File: src/rtl/owner_pred_pkg.sv
package owner_pred_pkg;

    typedef enum logic [1:0] {
        TRN_PEER_DATA  = 2'd0,
        TRN_PEER_WRITE = 2'd1,
        TRN_PEER_READ  = 2'd2,
        TRN_MEM_RESP   = 2'd3
    } train_kind_e;

    // Events that name a new owner
    function automatic logic names_owner(train_kind_e k);
        return (k == TRN_PEER_DATA) || (k == TRN_PEER_WRITE);
    endfunction

    // Events that keep the prior owner of a matching entry
    function automatic logic keeps_owner(train_kind_e k);
        return (k == TRN_PEER_READ);
    endfunction

endpackage

File: src/rtl/odp_addr_split.sv
module odp_addr_split #(
    parameter int ADDR_W    = 16,
    parameter int GRAIN_W   = 6,
    parameter int N_NODES   = 4,
    parameter int N_ENTRIES = 8,
    localparam int NODE_W   = $clog2(N_NODES),
    localparam int IDX_W    = $clog2(N_ENTRIES),
    localparam int TAG_W    = ADDR_W - GRAIN_W - IDX_W
) (
    input  logic [ADDR_W-1:0] addr,
    output logic [IDX_W-1:0]  idx,
    output logic [TAG_W-1:0]  tag,
    output logic [NODE_W-1:0] home
);
    logic unused_offset;

    assign unused_offset = ^addr[GRAIN_W-1:0];
    assign idx  = addr[GRAIN_W +: IDX_W];
    assign tag  = addr[ADDR_W-1 : GRAIN_W+IDX_W];
    assign home = addr[GRAIN_W +: NODE_W];
endmodule

File: src/rtl/odp_table.sv
module odp_table
    import owner_pred_pkg::*;
#(
    parameter int N_NODES   = 4,
    parameter int N_ENTRIES = 8,
    parameter int TAG_W     = 7,
    localparam int NODE_W   = $clog2(N_NODES),
    localparam int IDX_W    = $clog2(N_ENTRIES)
) (
    input  logic              clk,
    input  logic              rst,
    input  logic [IDX_W-1:0]  rd_idx,
    input  logic [TAG_W-1:0]  rd_tag,
    output logic              rd_hit,
    output logic              rd_own_vld,
    output logic [NODE_W-1:0] rd_own,
    input  logic              wr_en,
    input  logic [IDX_W-1:0]  wr_idx,
    input  logic [TAG_W-1:0]  wr_tag,
    input  train_kind_e       wr_kind,
    input  logic [NODE_W-1:0] wr_node
);
    typedef struct packed {
        logic              vld;
        logic [TAG_W-1:0]  tag;
        logic              own_vld;
        logic [NODE_W-1:0] own;
    } entry_t;

    entry_t tbl [N_ENTRIES];
    entry_t rd_ent, cur_ent, nxt_ent;
    logic   wr_match;

    // Read port reflects stored state; a same-edge write lands afterwards
    always_comb begin
        rd_ent     = tbl[rd_idx];
        rd_hit     = rd_ent.vld && (rd_ent.tag == rd_tag);
        rd_own_vld = rd_hit && rd_ent.own_vld;
        rd_own     = rd_ent.own;
    end

    always_comb begin
        cur_ent  = tbl[wr_idx];
        wr_match = cur_ent.vld && (cur_ent.tag == wr_tag);
        nxt_ent.vld = 1'b1;
        nxt_ent.tag = wr_tag;
        if (names_owner(wr_kind)) begin
            nxt_ent.own_vld = 1'b1;
            nxt_ent.own     = wr_node;
        end else if (keeps_owner(wr_kind) && wr_match) begin
            nxt_ent.own_vld = cur_ent.own_vld;
            nxt_ent.own     = cur_ent.own;
        end else begin
            nxt_ent.own_vld = 1'b0;
            nxt_ent.own     = '0;
        end
    end

    always_ff @(posedge clk) begin
        if (rst) begin
            for (int i = 0; i < N_ENTRIES; i++) begin
                tbl[i] <= '0;
            end
        end else if (wr_en) begin
            tbl[wr_idx] <= nxt_ent;
        end
    end
endmodule

File: src/rtl/odp_mask_gen.sv
module odp_mask_gen #(
    parameter int N_NODES = 4,
    parameter int SELF_ID = 0,
    localparam int NODE_W = $clog2(N_NODES)
) (
    input  logic               own_vld,
    input  logic [NODE_W-1:0]  own,
    input  logic [NODE_W-1:0]  home,
    output logic [N_NODES-1:0] mask
);
    localparam logic [NODE_W-1:0] SELF_NODE = NODE_W'(SELF_ID);

    always_comb begin
        for (int n = 0; n < N_NODES; n++) begin
            mask[n] = (NODE_W'(n) == SELF_NODE) || (NODE_W'(n) == home) ||
                      (own_vld && (own != SELF_NODE) && (NODE_W'(n) == own));
        end
    end
endmodule

File: src/rtl/owner_dest_pred.sv
module owner_dest_pred
    import owner_pred_pkg::*;
#(
    parameter int N_NODES   = 4,
    parameter int N_ENTRIES = 8,
    parameter int ADDR_W    = 16,
    parameter int GRAIN_W   = 6,
    parameter int SELF_ID   = 0,
    localparam int NODE_W   = $clog2(N_NODES),
    localparam int IDX_W    = $clog2(N_ENTRIES),
    localparam int TAG_W    = ADDR_W - GRAIN_W - IDX_W
) (
    input  logic               clk,
    input  logic               rst,
    input  logic               lk_valid,
    input  logic [ADDR_W-1:0]  lk_addr,
    input  logic               tr_valid,
    input  logic [ADDR_W-1:0]  tr_addr,
    input  logic [1:0]         tr_kind,
    input  logic [NODE_W-1:0]  tr_node,
    output logic               pred_valid,
    output logic               pred_hit,
    output logic [N_NODES-1:0] pred_mask
);
    logic [IDX_W-1:0]   lk_idx, tr_idx;
    logic [TAG_W-1:0]   lk_tag, tr_tag;
    logic [NODE_W-1:0]  lk_home, tr_home_unused;
    logic               rd_hit, rd_own_vld;
    logic [NODE_W-1:0]  rd_own;
    logic [N_NODES-1:0] mask_c;

    odp_addr_split #(.ADDR_W(ADDR_W), .GRAIN_W(GRAIN_W), .N_NODES(N_NODES),
                     .N_ENTRIES(N_ENTRIES)) u_lk_split (
        .addr(lk_addr), .idx(lk_idx), .tag(lk_tag), .home(lk_home));

    odp_addr_split #(.ADDR_W(ADDR_W), .GRAIN_W(GRAIN_W), .N_NODES(N_NODES),
                     .N_ENTRIES(N_ENTRIES)) u_tr_split (
        .addr(tr_addr), .idx(tr_idx), .tag(tr_tag), .home(tr_home_unused));

    odp_table #(.N_NODES(N_NODES), .N_ENTRIES(N_ENTRIES), .TAG_W(TAG_W)) u_table (
        .clk(clk), .rst(rst),
        .rd_idx(lk_idx), .rd_tag(lk_tag),
        .rd_hit(rd_hit), .rd_own_vld(rd_own_vld), .rd_own(rd_own),
        .wr_en(tr_valid), .wr_idx(tr_idx), .wr_tag(tr_tag),
        .wr_kind(train_kind_e'(tr_kind)), .wr_node(tr_node));

    odp_mask_gen #(.N_NODES(N_NODES), .SELF_ID(SELF_ID)) u_mask (
        .own_vld(rd_own_vld), .own(rd_own), .home(lk_home), .mask(mask_c));

    always_ff @(posedge clk) begin
        if (rst) begin
            pred_valid <= 1'b0;
            pred_hit   <= 1'b0;
            pred_mask  <= '0;
        end else begin
            pred_valid <= lk_valid;
            pred_hit   <= lk_valid && rd_hit;
            pred_mask  <= lk_valid ? mask_c : '0;
        end
    end
endmodule

File: config.mk
export PLATFORM = sky130hd
export DESIGN_NAME = owner_dest_pred
export DESIGN_NICKNAME = d
export VERILOG_FILES = /design/src/rtl/owner_pred_pkg.sv /design/src/rtl/odp_addr_split.sv /design/src/rtl/odp_table.sv /design/src/rtl/odp_mask_gen.sv /design/src/rtl/owner_dest_pred.sv
export SDC_FILE = /design/constraint.sdc
export NUM_CORES = 1
export LEC_CHECK = 0
export ABC_CLOCK_PERIOD_IN_PS = 3700
export BUFFER_PORTS_ARGS = -buffer_cell sky130_fd_sc_hd__clkbuf_2
export CAP_MARGIN = 10
export CORE_UTILIZATION = 45
export DETAILED_ROUTE_END_ITERATION = 7
export SLEW_MARGIN = 10
export SYNTH_ARGS = -nofsm -noshare
export SYNTH_HDL_FRONTEND = slang
export SYNTH_SLANG_ARGS = --single-unit
File: constraint.sdc
create_clock -name clk -period 3.7 [get_ports clk]
set_clock_uncertainty 0.15 [all_clocks]
set_input_delay 0.37 -clock clk [delete_from_list [all_inputs] [get_ports clk]]
set_output_delay 0.37 -clock clk [all_outputs]
set_load 0.005 [all_outputs]
==> metrics.txt <==
# TYPE chip_impl_metric gauge
chip_impl_info{name="status",value="completed"} 1
chip_impl_metric{name="power.share.switching",unit="%"} 24.7
chip_impl_metric{name="cts-root-to-sink-buffers",unit=""} 2
chip_impl_metric{name="cts.repair_timing.setup_buffer_count",unit=""} 0
chip_impl_metric{name="fmax",unit="MHz"} 358
chip_impl_metric{name="number_of_flops_mapped_to_enable_cells_by_yosys",unit=""} 80
chip_impl_metric{name="grtUsageTotal",unit="%"} 25.3
chip_impl_metric{name="fin_total_pwr",unit="W"} 0.00235
chip_impl_metric{name="clock_power_share",unit="%"} 33.6
chip_impl_metric{name="synth.cell_area",unit="sq um"} 5060
chip_impl_metric{name="leakagePower",unit="nW"} 2.23
chip_impl_metric{name="seq_area_frac_synth",unit="%"} 52.7
chip_impl_metric{name="grt_max_degree",unit=""} 20
chip_impl_metric{name="area_growth_syn_to_layout",unit="%"} 11.7
chip_impl_info{name="grt_setup_unrepaired",value="no"} 1
chip_impl_metric{name="drt-vias-per-instance",unit=""} 6.04
chip_impl_metric{name="setup_tns_final",unit="ns"} 0
chip_impl_metric{name="fill_cells",unit=""} 941
chip_impl_metric{name="detailroute.via_count",unit=""} 3466
chip_impl_metric{name="seqCellArea",unit="sq um"} 2660
chip_impl_metric{name="power.combinational.fraction",unit="%"} 14.2
chip_impl_info{name="synth_top_area_cell",value="edfxtp_1"} 1
chip_impl_info{name="hold_path_class",value="input pin to register"} 1
chip_impl_metric{name="async_flop_share",unit="%"} 0
chip_impl_info{name="critPathKind",value="input pin to register"} 1
chip_impl_info{name="worst_setup_path_endpoint",value="u_table.tbl[2][0]"} 1
chip_impl_metric{name="grt_first_pass_wirelength",unit="mm"} 20.6
chip_impl_metric{name="synthDistinctLibCells",unit=""} 45
chip_impl_info{name="tritoncts",value="yes"} 1
chip_impl_metric{name="powerDensity",unit="nW/um^2"} 417
chip_impl_metric{name="postSynthRegisterBits",unit=""} 93
chip_impl_metric{name="max-vdd-ir-drop",unit="mV"} 0.195
chip_impl_metric{name="average_cell_area_after_synthesis",unit="sq um"} 13.0
chip_impl_metric{name="critical-path-max-stage-delay",unit="ns"} 0.58
chip_impl_metric{name="area_of_the_multi_input_gates",unit="sq um"} 2200
chip_impl_metric{name="power.internal",unit="W"} 0.00177
chip_impl_metric{name="drt_first_iter_violations",unit=""} 285
chip_impl_metric{name="antenna_found_initial",unit=""} 0
chip_impl_metric{name="crit_arrival",unit="ns"} 2.87
chip_impl_metric{name="rows",unit=""} 38
chip_impl_metric{name="post-route-drc-count",unit=""} 0
chip_impl_info{name="yosys_most_used_dff",value="edfxtp_1"} 1
chip_impl_metric{name="timing.slew.headroom",unit="%"} 46.5
chip_impl_metric{name="ctsHoldBuffers",unit=""} 0
chip_impl_metric{name="post_dp_cell_area",unit="sq um"} 5410
chip_impl_metric{name="worstPathMaxFanout",unit=""} 12
chip_impl_metric{name="dp_hpwl",unit="mm"} 9.53
chip_impl_metric{name="synthCells",unit=""} 390
chip_impl_metric{name="final-setup-viol-count",unit=""} 0
chip_impl_metric{name="cts.reportedPaths.clkPinSlew",unit="ns"} 0.09
chip_impl_metric{name="timing.final.crit_period",unit="ns"} 2.79
chip_impl_info{name="critical_path.reg2reg.startpoint",value="u_table.tbl[6][3]"} 1
chip_impl_info{name="synth.cells.most_frequent",value="edfxtp_1, and3_1, mux2i_1, nor2_1, mux4_2"} 1
chip_impl_metric{name="worst-endpoint-required",unit="ns"} 3.78
chip_impl_info{name="worstSetupStartpointType",value="input pin"} 1
chip_impl_metric{name="design.core.area",unit="sq um"} 10900
chip_impl_metric{name="htree_num_levels",unit=""} 3
chip_impl_metric{name="pwr-share-seq",unit="%"} 52.3
chip_impl_metric{name="p_switching",unit="W"} 0.000581
chip_impl_metric{name="die-area",unit="sq um"} 11700
chip_impl_metric{name="drtPass1Iterations",unit=""} 5
chip_impl_info{name="crit_start",value="tr_addr[6]"} 1
chip_impl_metric{name="hold_slack",unit="ns"} 0.224
chip_impl_metric{name="horizontal_die_dimension",unit="um"} 108
chip_impl_metric{name="grt_pass1_vias",unit=""} 3364
chip_impl_metric{name="start_util",unit="%"} 46.4
chip_impl_metric{name="antenna_violating_nets_post_route",unit=""} 0
chip_impl_metric{name="globalplace.congestion",unit=""} 0.858
chip_impl_metric{name="drt-wirelength-per-cell",unit="um"} 23.9
chip_impl_metric{name="report.final.slew_viol_count",unit=""} 0
chip_impl_metric{name="synthesis.nets",unit=""} 430
chip_impl_info{name="clock-root-buffer",value="clkbuf_8"} 1
chip_impl_metric{name="overflow",unit=""} 0
chip_impl_metric{name="portBuffers",unit=""} 33
chip_impl_metric{name="die-height",unit="um"} 108
chip_impl_metric{name="cp_num_buf_inv",unit=""} 2
chip_impl_metric{name="yosysWarnings",unit=""} 0
chip_impl_metric{name="synthDominantCellAreaShare",unit="%"} 47.5
chip_impl_info{name="crit_path_cell_trace",value="clkbuf_2 > buf_4 > mux2_1 > o22ai_1 > a221oi_1 > xor2_1 > or4_4 > o32a_4 > nor2_1"} 1
chip_impl_metric{name="antenna-diode-count",unit=""} 0
chip_impl_metric{name="worst_slew_pin_slew",unit="ns"} 0.802
chip_impl_metric{name="layout_cell_share_with_drive_strength_beyond_1",unit="%"} 27.4
chip_impl_metric{name="share_of_the_clock_period_used_by_the_worst_path_after_layout",unit="%"} 75.4
chip_impl_info{name="max_stage_delay_cell_worst_path",value="or4_4"} 1
chip_impl_metric{name="clk_latency",unit="ns"} 0.38
chip_impl_metric{name="worst-path-stages",unit=""} 9
chip_impl_info{name="endpoint_kind",value="register"} 1
chip_impl_info{name="synth_most_common_cell",value="edfxtp_1"} 1
chip_impl_info{name="synth_top_cells_by_area",value="edfxtp_1, mux4_2, mux2i_1"} 1
chip_impl_metric{name="r2r_setup_slack",unit="ns"} 0.97
chip_impl_info{name="worst_path_dominant_cell_family",value="simple AND/OR/NAND/NOR gates"} 1
chip_impl_metric{name="final_cell_area",unit="sq um"} 5650
chip_impl_metric{name="maxCapViolations",unit=""} 0
chip_impl_metric{name="clock_sink_count",unit=""} 93
chip_impl_metric{name="num_cts_buffers",unit=""} 9
chip_impl_metric{name="totalWireLength",unit="mm"} 13.7
chip_impl_metric{name="ios",unit=""} 46
chip_impl_metric{name="fin_nets",unit=""} 469
chip_impl_info{name="critical_path.reg2reg.endpoint",value="pred_mask[1]"} 1
chip_impl_metric{name="hold_viol",unit=""} 0
chip_impl_metric{name="worstRegToRegCells",unit=""} 6
chip_impl_metric{name="ctsResizeCount",unit=""} 0
==> per-layer routing <==
| layer | global-route usage (%) | wire, um | vias to the layer above | share of wire (%) |
|---|---|---|---|---|
| li1 | - | - | 1565 | - |
| met1 | 34.6 | 5970 | 1740 | 44 |
| met2 | 40.1 | 6460 | 139 | 47 |
| met3 | 5.06 | 985 | 22 | 7.2 |
| met4 | 8.90 | 290 | 0 | 2.1 |
| met5 | 0 | 0 | - | 0 |
==> through the flow <==
step | cells | util, % | setup slack, ns
2_1_floorplan | 390 | - | 1.17
3_3_place_gp | 558 | 49.7 | 0.564
3_5_place_dp | 558 | 49.7 | 0.505
4_1_cts | 574 | 51.9 | 0.906
5_1_grt | 574 | 51.9 | 0.849
6_report | 574 | 51.9 | 0.909
==> cell usage in the layout, fill, tap and decap left out, drive strengths merged, types with 3 or more instances in the layout <==
master and n:
mux2 19, o21ai 13, and2 14, nand3 4, mux2i 32, nor2b 7
mux4 22, nand2 16, xnor2 7, o22ai 9, and3 43, dfxtp 13
o211ai 3, nand2b 10, buf 21, inv 12, xor2 6, nor2 28
edfxtp 80, clkbuf 47, a221oi 8
==> power groups by stage <==
stage               clock network, W  logic, W  registers (W)
floorplan                          0  0.000226        0.00124
global placement                   0  0.000330        0.00125
detailed placement                 0  0.000333        0.00125
CTS                         0.000791  0.000333        0.00123
global route                0.000834  0.000356        0.00124
finish                      0.000789  0.000334        0.00123
==> state kept, by name, indices dropped and copies added (netlist names) <==
| signal | cells |
|---|---|
| pred_hit | 1 |
| pred_mask | 4 |
| u_table.tbl | 88 |
==> logic make-up after synthesis <==
logic type	synth area share, %
and+or+nand+nor	14.4
DFF	52.7
muxes	20.4
AOI/OAI and AO/OA	6.31
buffers and inverters	3.91
xor gates and xnor gates	2.25
==> cell type report <==
| cell class | instances | area share [%] |
|---|---|---|
| timing repair buffer | 54 | 5.72 |
| clock inverter | 2 | 0.621 |
| multi-input combinational | 259 | 39.0 |
| sequential | 93 | 47.2 |
| clock buffer | 14 | 3.61 |
| tap | 140 | 3.10 |
| inverter | 12 | 0.798 |
==> how the worst min path moves through the flow <==
stage	cells after the start	startpoint	to	slack [ns]
floorplan	2	u_table.tbl[4][10]	u_table.tbl[4][10]	0.29
global placement	2	u_table.tbl[7][10]	u_table.tbl[7][10]	0.31
CTS	2	lk_valid	pred_mask[0]	0.23
detailed placement	2	u_table.tbl[6][10]	u_table.tbl[6][10]	0.31
global route	2	lk_valid	pred_mask[0]	0.23
finish	2	lk_valid	pred_mask[0]	0.22
(Power assumes the default switching activity.)
